**src/rtl/cmo_pkg.sv**
```systemverilog
package cmo_pkg;
    localparam int unsigned OFF_GCTL  = 'h00;
    localparam int unsigned OFF_AUX   = 'h04;
    localparam int unsigned OFF_MCTL  = 'h20;
    localparam int unsigned OFF_RSTRT = 'h24;
    localparam int unsigned OFF_REND  = 'h28;

    localparam int unsigned AUX_EVT_BIT = 23;
    localparam int unsigned AUX_ECC_BIT = 8;

    localparam int unsigned MC_GO_BIT    = 0;
    localparam int unsigned MC_OP_LO     = 1;
    localparam int unsigned MC_SCOPE_BIT = 3;

    typedef enum logic [1:0] {
        OP_NONE  = 2'd0,
        OP_CLEAN = 2'd1,
        OP_INVAL = 2'd2,
        OP_FLUSH = 2'd3
    } maint_op_e;
endpackage

```
**src/rtl/cmo_regbank.sv**
```systemverilog
module cmo_regbank
    import cmo_pkg::*;
#(
    parameter int ADDR_W = 8,
    parameter int DATA_W = 32,
    parameter int LIDX_W = 30
) (
    input  logic              clk,
    input  logic              rst_n,
    input  logic              bus_wr,
    input  logic              bus_rd,
    input  logic [ADDR_W-1:0] bus_addr,
    input  logic [DATA_W-1:0] bus_wdata,
    output logic [DATA_W-1:0] bus_rdata,
    output logic              bus_ready,
    input  logic              busy_i,
    output logic              launch_o,
    output logic              launch_scope_o,
    output logic [1:0]        launch_op_o,
    output logic              scope_o,
    output logic [LIDX_W-1:0] rng_start_o,
    output logic [LIDX_W-1:0] rng_end_o,
    output logic              cache_en_o,
    output logic              evt_en_o,
    output logic              ecc_en_o
);
    typedef struct packed {
        logic              en;
        logic              evt;
        logic              ecc;
        logic              scope;
        logic [1:0]        op;
        logic [LIDX_W-1:0] rstart;
        logic [LIDX_W-1:0] rend;
        logic [DATA_W-1:0] rdata;
        logic              ready;
    } rb_state_t;

    rb_state_t s_q, s_d;

    logic              hit_gctl, hit_aux, hit_mctl, hit_rs, hit_re;
    logic              cfg_open;
    logic [DATA_W-1:0] rd_mux;

    always_comb begin
        hit_gctl = (bus_addr == ADDR_W'(OFF_GCTL));
        hit_aux  = (bus_addr == ADDR_W'(OFF_AUX));
        hit_mctl = (bus_addr == ADDR_W'(OFF_MCTL));
        hit_rs   = (bus_addr == ADDR_W'(OFF_RSTRT));
        hit_re   = (bus_addr == ADDR_W'(OFF_REND));
        cfg_open = !busy_i;

        rd_mux = '0;
        if (hit_gctl) begin
            rd_mux[0] = s_q.en;
        end else if (hit_aux) begin
            rd_mux[AUX_EVT_BIT] = s_q.evt;
            rd_mux[AUX_ECC_BIT] = s_q.ecc;
        end else if (hit_mctl) begin
            rd_mux[MC_SCOPE_BIT]         = s_q.scope;
            rd_mux[MC_OP_LO+1:MC_OP_LO]  = s_q.op;
            rd_mux[MC_GO_BIT]            = busy_i;
        end else if (hit_rs) begin
            rd_mux = DATA_W'(s_q.rstart);
        end else if (hit_re) begin
            rd_mux = DATA_W'(s_q.rend);
        end

        s_d       = s_q;
        s_d.ready = bus_wr || bus_rd;
        if (bus_rd) begin
            s_d.rdata = rd_mux;
        end
        if (bus_wr) begin
            if (hit_gctl) begin
                s_d.en = bus_wdata[0];
            end
            if (hit_aux) begin
                s_d.evt = bus_wdata[AUX_EVT_BIT];
                s_d.ecc = bus_wdata[AUX_ECC_BIT];
            end
            if (hit_mctl && cfg_open) begin
                s_d.scope = bus_wdata[MC_SCOPE_BIT];
                s_d.op    = bus_wdata[MC_OP_LO+1:MC_OP_LO];
            end
            if (hit_rs && cfg_open) begin
                s_d.rstart = bus_wdata[LIDX_W-1:0];
            end
            if (hit_re && cfg_open) begin
                s_d.rend = bus_wdata[LIDX_W-1:0];
            end
        end

        launch_o       = bus_wr && hit_mctl && cfg_open && bus_wdata[MC_GO_BIT];
        launch_scope_o = bus_wdata[MC_SCOPE_BIT];
        launch_op_o    = bus_wdata[MC_OP_LO+1:MC_OP_LO];
    end

    always_ff @(posedge clk or negedge rst_n) begin
        if (!rst_n) begin
            s_q <= '0;
        end else begin
            s_q <= s_d;
        end
    end

    assign bus_rdata   = s_q.rdata;
    assign bus_ready   = s_q.ready;
    assign scope_o     = s_q.scope;
    assign rng_start_o = s_q.rstart;
    assign rng_end_o   = s_q.rend;
    assign cache_en_o  = s_q.en;
    assign evt_en_o    = s_q.evt;
    assign ecc_en_o    = s_q.ecc;
endmodule

```
**src/rtl/cmo_walker.sv**
```systemverilog
module cmo_walker
    import cmo_pkg::*;
#(
    parameter int LIDX_W  = 30,
    parameter int SETWAYS = 1024
) (
    input  logic              clk,
    input  logic              rst_n,
    input  logic              launch_i,
    input  logic              scope_i,
    input  logic [1:0]        op_i,
    input  logic [LIDX_W-1:0] rng_start_i,
    input  logic [LIDX_W-1:0] rng_end_i,
    output logic              busy_o,
    output logic              line_valid,
    input  logic              line_ready,
    output logic [LIDX_W-1:0] line_idx,
    output logic [1:0]        line_op
);
    localparam int CNT_W = LIDX_W + 1;
    localparam logic [CNT_W-1:0] ALL_LIM = CNT_W'(SETWAYS);

    typedef struct packed {
        logic             busy;
        logic [CNT_W-1:0] cur;
        logic [CNT_W-1:0] lim;
        logic [1:0]       op;
    } wk_state_t;

    wk_state_t        s_q, s_d;
    logic             pending;
    logic [CNT_W-1:0] cur_inc;

    always_comb begin
        pending = s_q.busy && (s_q.cur < s_q.lim);
        cur_inc = s_q.cur + CNT_W'(1);
        s_d     = s_q;

        if (launch_i) begin
            s_d.busy = 1'b1;
            s_d.op   = op_i;
            if (scope_i) begin
                s_d.cur = {1'b0, rng_start_i};
                s_d.lim = {1'b0, rng_end_i};
            end else begin
                s_d.cur = '0;
                s_d.lim = ALL_LIM;
            end
            if (maint_op_e'(op_i) == OP_NONE) begin
                s_d.lim = '0;
            end
        end else if (s_q.busy) begin
            if (pending && line_ready) begin
                s_d.cur = cur_inc;
                if (cur_inc >= s_q.lim) begin
                    s_d.busy = 1'b0;
                end
            end else if (!pending) begin
                s_d.busy = 1'b0;
            end
        end
    end

    always_ff @(posedge clk or negedge rst_n) begin
        if (!rst_n) begin
            s_q <= '0;
        end else begin
            s_q <= s_d;
        end
    end

    assign busy_o     = s_q.busy;
    assign line_valid = pending;
    assign line_idx   = s_q.cur[LIDX_W-1:0];
    assign line_op    = s_q.op;
endmodule

```
**src/rtl/cmo_range_seq.sv**
```systemverilog
module cmo_range_seq #(
    parameter int ADDR_W  = 8,
    parameter int DATA_W  = 32,
    parameter int LIDX_W  = 30,
    parameter int SETWAYS = 1024
) (
    input  logic              clk,
    input  logic              rst_n,
    input  logic              bus_wr,
    input  logic              bus_rd,
    input  logic [ADDR_W-1:0] bus_addr,
    input  logic [DATA_W-1:0] bus_wdata,
    output logic [DATA_W-1:0] bus_rdata,
    output logic              bus_ready,
    output logic              cache_en,
    output logic              evt_en,
    output logic              ecc_en,
    output logic              line_valid,
    input  logic              line_ready,
    output logic [LIDX_W-1:0] line_idx,
    output logic [1:0]        line_op
);
    logic              busy;
    logic              launch;
    logic              launch_scope;
    logic [1:0]        launch_op;
    logic              cfg_scope;
    logic [LIDX_W-1:0] rng_start;
    logic [LIDX_W-1:0] rng_end;

    cmo_regbank #(
        .ADDR_W (ADDR_W),
        .DATA_W (DATA_W),
        .LIDX_W (LIDX_W)
    ) u_regs (
        .clk            (clk),
        .rst_n          (rst_n),
        .bus_wr         (bus_wr),
        .bus_rd         (bus_rd),
        .bus_addr       (bus_addr),
        .bus_wdata      (bus_wdata),
        .bus_rdata      (bus_rdata),
        .bus_ready      (bus_ready),
        .busy_i         (busy),
        .launch_o       (launch),
        .launch_scope_o (launch_scope),
        .launch_op_o    (launch_op),
        .scope_o        (cfg_scope),
        .rng_start_o    (rng_start),
        .rng_end_o      (rng_end),
        .cache_en_o     (cache_en),
        .evt_en_o       (evt_en),
        .ecc_en_o       (ecc_en)
    );

    cmo_walker #(
        .LIDX_W  (LIDX_W),
        .SETWAYS (SETWAYS)
    ) u_walk (
        .clk         (clk),
        .rst_n       (rst_n),
        .launch_i    (launch),
        .scope_i     (launch_scope),
        .op_i        (launch_op),
        .rng_start_i (rng_start),
        .rng_end_i   (rng_end),
        .busy_o      (busy),
        .line_valid  (line_valid),
        .line_ready  (line_ready),
        .line_idx    (line_idx),
        .line_op     (line_op)
    );
endmodule

```
**config.mk**
```make
export PLATFORM = sky130hd
export DESIGN_NAME = cmo_range_seq
export DESIGN_NICKNAME = d
export VERILOG_FILES = /design/src/rtl/cmo_pkg.sv /design/src/rtl/cmo_regbank.sv /design/src/rtl/cmo_walker.sv /design/src/rtl/cmo_range_seq.sv
export SDC_FILE = /design/constraint.sdc
export NUM_CORES = 1
export LEC_CHECK = 0
export ABC_AREA = 1
export BUFFER_PORTS_ARGS = -buffer_cell sky130_fd_sc_hd__buf_2
export CAP_MARGIN = 40
export CELL_PAD_IN_SITES_DETAIL_PLACEMENT = 0
export CELL_PAD_IN_SITES_GLOBAL_PLACEMENT = 1
export CORE_UTILIZATION = 44
export DETAILED_ROUTE_END_ITERATION = 8
export PLACE_DENSITY = 0.81
export REMOVE_ABC_BUFFERS = 1
export SETUP_SLACK_MARGIN = 0.3
export SLEW_MARGIN = 20
export SYNTH_ARGS = -nofsm -noshare
export SYNTH_HDL_FRONTEND = slang
export SYNTH_SLANG_ARGS = --single-unit
```
**constraint.sdc**
```tcl
create_clock -name clk -period 3.45 [get_ports clk]
set_input_delay 0.69 -clock clk [delete_from_list [all_inputs] [get_ports clk]]
set_output_delay 0.69 -clock clk [all_outputs]
set_load 0.01 [all_outputs]
```
==> summary.md <==
| Metric | Value |
|---|---|
| Static leakage | 6.095 nW |
| Height of the die | about 150 um |
| Transition time of the tightest slew-check pin | 0.7381 ns |
| Clock tree from TritonCTS | yes |
| Number of distinct library cell variants in the gate-level netlist after synthesis | between 40 and 50 |
| Hold-fix buffer count after cts | 0 |
| Final setup viols | 0 |
| Horizontal die dimension | 152.6 um |
| Highest achievable clock rate | 332.2 MHz |
| Element type at the critical path end | output port |
| Shortest clock period the worst path allows after layout | between 3 and 4 ns |
| Start of the worst register-to-register path | u_walk.line_idx[13]$_DFFE_PN0P_ |
| DR vias | around 8400 |
| First-pass DRT Iterations | 7 |
| Critical path launch point type | flip-flop |
| Antenna violation net count after detailed routing | 0 |
| Pint | 3.346 mW |
| Initial cell density of the core | 45.31% |
| Clock buffers created by TritonCTS | 17 |
| Antenna violations before repair | 0 |
| Vias in the first global route | just over 8000 |
| Cell area after placement | 10370 um^2 |
| Post-synthesis sequential area ratio | 40.37% |
| Total overflow reported by the global router | 0 |
| WP data required | ~2.8 ns |
| Number of synthesized flops with an enable pin | 0 |
| Clock sink count | ~160 |
| FF+latch count, synth | roughly 160 |
| Number of input and output port buffers inserted | 109 |
| Die area | 23290 um^2 |
| Layout cell share with drive strength beyond 1 | between 10% and 20% |
| Core area | 22030 um^2 |
| Number of I/O pins | 114 |
| # H-tree levels | 4 |
| Violation count after the first detailed-route iteration | 531 |
| Asr flop ratio synth | 100.0% |
| Finished Core Util | 50.24% |
| Final routed DRC violation total | 0 |
| Combinational share of power | ~6% |
| Flip-flop cell with the highest count after synthesis | sky130_fd_sc_hd__dfrtp_1 |
| Row count | 54 |
| Number of maximum-capacitance constraint violations | 0 |
| CTS Buffer Depth | 2 |
| Setup_tns | 0 ns |
| Crit path arrival time | about 2.3 ns |
| Master cell of the clock root buffer | sky130_fd_sc_hd__clkbuf_16 |
| Synth Instances | 1317 |
| Fin worst setup slack | 0.4400 ns |
| Total wire length | 27240 um |
| Final max-slew violation count | 0 |
| Setup Skew | 0.01029 ns |
| Status | completed |
| # diodes | 0 |
| Cells taking the most area after synthesis | sky130_fd_sc_hd__dfrtp_1 (40%), sky130_fd_sc_hd__nand2_1 (16%), sky130_fd_sc_hd__ha_1 (7.6%) |
| Worst-path clk slew | 0.07 ns |
| Commonest non-fill, non-tap cells in the layout | sky130_fd_sc_hd__nand2_1 (414), sky130_fd_sc_hd__dfrtp_1 (158), sky130_fd_sc_hd__inv_1 (138) |
| Final weighted congestion in routability-driven placement | 0.9260 |
| Power density cells | 397.2 nW/um^2 |
| Wire length of the first global-routing pass | between 40000 and 50000 um |
| Maximum fanout encountered on the critical timing path | 7 |
| Fraction of post-synthesis cell area in the top cell type by area | roughly two fifths |
| Tightest Hold Check Type | input port to asynchronous set/reset pin |
| Most frequent standard cell in the layout excluding fill and tap cells | sky130_fd_sc_hd__nand2_1 |
| Wirelength per Cell | approximately 17 um |
| Number of gates resized after CTS | 0 |
| Total standard cell area after synthesis | 9980 um^2 |
| Unrepaired setup endpoints after global routing | false |
| Switching power total | roughly 1.0 mW |
| Post-CTS setup buffers | 0 |
| Max-Slew Margin vs Limit | approximately 51% |
| Worst IR Drop VDD | about 260 uV |
| Cell taking the most area after synthesis | sky130_fd_sc_hd__dfrtp_1 |
| Final net count | roughly 1500 |
| Hold violation count in the final report | 0 |
| Total of warnings raised by yosys | 0 |
| Category of the critical setup timing path | flip-flop to output port |
| Mean Syn Cell Area | roughly 7.6 um^2 |
| Post-route cell area | ~11000 um^2 |
| Share of the cycle needed by the critical path after routing | 87.25% |
| Detailed placement HPWL | 19670 um |
| Relative contribution of sequential cells to total power | 45.0% |
| Worst-Skew Late Latency | 0.44 ns |
| Maximum number of pins on one net before global-route repair | 78 |
| Post-placement setup slack | ~0.45 ns |
| Synthesis-to-finish area growth | 10.90% |
| Critical path startpoint | u_walk.line_idx[2]$_DFFE_PN0P_ |
| Switching fraction of total power | between 20% and 30% |
| Clk pwr share | 49.0% |
| GRT Resource Usage Total | roughly a quarter |
| Detailed-route vias per instance | 5.088 |
[power groups by stage]
stage / Sequential, mW / Clock, mW / Combinational [mW]
2_1_floorplan: 2.01 / 0 / 0.112
3_3_place_gp: 2.01 / 0 / 0.260
3_5_place_dp: 2.01 / 0 / 0.265
4_1_cts: 1.98 / 2.19 / 0.266
5_1_grt: 1.99 / 2.26 / 0.303
6_report: 1.98 / 2.15 / 0.262
[stage by stage]
stage	instances	hold slack [ns]	power [mW]
floorplan	1205	0.3944	2.122
global placement	1618	0.4562	2.272
detailed placement	1618	0.4604	2.279
CTS	1649	0.3014	4.431
global route	1649	0.3388	4.552
finish	1649	0.2888	4.396
[metal layers]
layer / vias up / GRT usage (%) / wire, um
met1: 3922 / 33.73 / 13020
li1: 4241 / - / -
met4: 0 / 5.964 / 265
met5: - / 0 / 0
met2: 206 / 40.32 / 12620
met3: 21 / 5.006 / 1336
[synth_stat cells, types with 2 or more instances]
cell type	number
sky130_fd_sc_hd__nand2_1	416
sky130_fd_sc_hd__nor2_2	7
sky130_fd_sc_hd__buf_1	5
sky130_fd_sc_hd__nand3_1	75
sky130_fd_sc_hd__xnor2_1	2
sky130_fd_sc_hd__nor3_2	4
sky130_fd_sc_hd__o21ai_0	100
sky130_fd_sc_hd__o31ai_1	13
sky130_fd_sc_hd__nand4_1	7
sky130_fd_sc_hd__nor3_1	7
sky130_fd_sc_hd__nand2_2	6
sky130_fd_sc_hd__ha_1	61
sky130_fd_sc_hd__nor2_4	5
sky130_fd_sc_hd__nor2_1	59
sky130_fd_sc_hd__o21bai_1	2
sky130_fd_sc_hd__buf_2	9
sky130_fd_sc_hd__a21o_1	10
sky130_fd_sc_hd__a22o_1	13
sky130_fd_sc_hd__or2_2	2
sky130_fd_sc_hd__buf_4	68
sky130_fd_sc_hd__a21oi_1	82
sky130_fd_sc_hd__xor2_1	8
sky130_fd_sc_hd__nor3_4	2
sky130_fd_sc_hd__inv_1	139
sky130_fd_sc_hd__clkbuf_1	28
sky130_fd_sc_hd__clkbuf_8	2
sky130_fd_sc_hd__inv_2	4
sky130_fd_sc_hd__xor2_2	2
sky130_fd_sc_hd__nand3b_1	2
sky130_fd_sc_hd__dfrtp_1	161
[sequential cells by signal, indices dropped and copies added, names as in the netlist]
name and cells:
u_regs.cache_en_o 1, u_walk.busy_o 1, u_regs.s_q 2, u_regs.evt_en_o 1
u_regs.rng_end_o 30, u_regs.rng_start_o 30, u_regs.bus_rdata 30, u_regs.ecc_en_o 1
u_regs.bus_ready 1, u_walk.s_q 31, u_walk.line_op 2, u_regs.scope_o 1
u_walk.line_idx 30
[worst max-delay path, stage by stage, from the launching register on]
cell and delay [ns]:
sky130_fd_sc_hd__dfrtp_1 0.49, sky130_fd_sc_hd__ha_1 0.36, sky130_fd_sc_hd__a21oi_1 0.16, sky130_fd_sc_hd__nand2_1 0.07, sky130_fd_sc_hd__nand2_1 0.06, sky130_fd_sc_hd__nand2_1 0.09
sky130_fd_sc_hd__nand2_1 0.07, sky130_fd_sc_hd__nand2_1 0.10, sky130_fd_sc_hd__nand2_1 0.13, sky130_fd_sc_hd__nand2_1 0.08, sky130_fd_sc_hd__nor2_2 0.13, sky130_fd_sc_hd__buf_2 0.16
[cell families (layout without fill, tap and decap cells)]
family | count (synthesis) | after routing | synth area share, %
and+or+nand+nor | 598 | 598 | 25.46
AOI/OAI and AO/OA | 226 | 226 | 12.61
other | 1 | 2 | 0.03758
xor gates and xnor gates | 12 | 12 | 1.204
adders and majority gates | 61 | 61 | 7.648
DFF | 161 | 161 | 40.37
buffers and inverters | 258 | 309 | 12.66
[path summary, 6_finish.rpt]
path | end | slack [ns] | cells past startpoint
min | u_regs.bus_rdata[25]$_DFFE_PN0P_ | 0.29 | 1
min in group clk | u_regs.bus_rdata[19]$_DFFE_PN0P_ | 0.47 | 2
max in group asynchronous | u_walk.line_idx[17]$_DFFE_PN0P_ | 2.38 | 2
max reg2reg | u_walk.busy_o$_DFF_PN0_ | 0.58 | 21
min reg2reg | u_regs.bus_rdata[19]$_DFFE_PN0P_ | 0.47 | 2
max | line_valid | 0.44 | 11
[layout make-up]
type,instances,area (um^2)
clock buffers,19,452.9
multi-input cells,899,4732
repair buffers,133,748.2
flip-flops and latches,161,4033
fillers,2190,10960
inverters,145,545.5
well taps,280,350.3
clock inverters,12,205.2
Note: power is estimated with default switching activity, not from simulation.
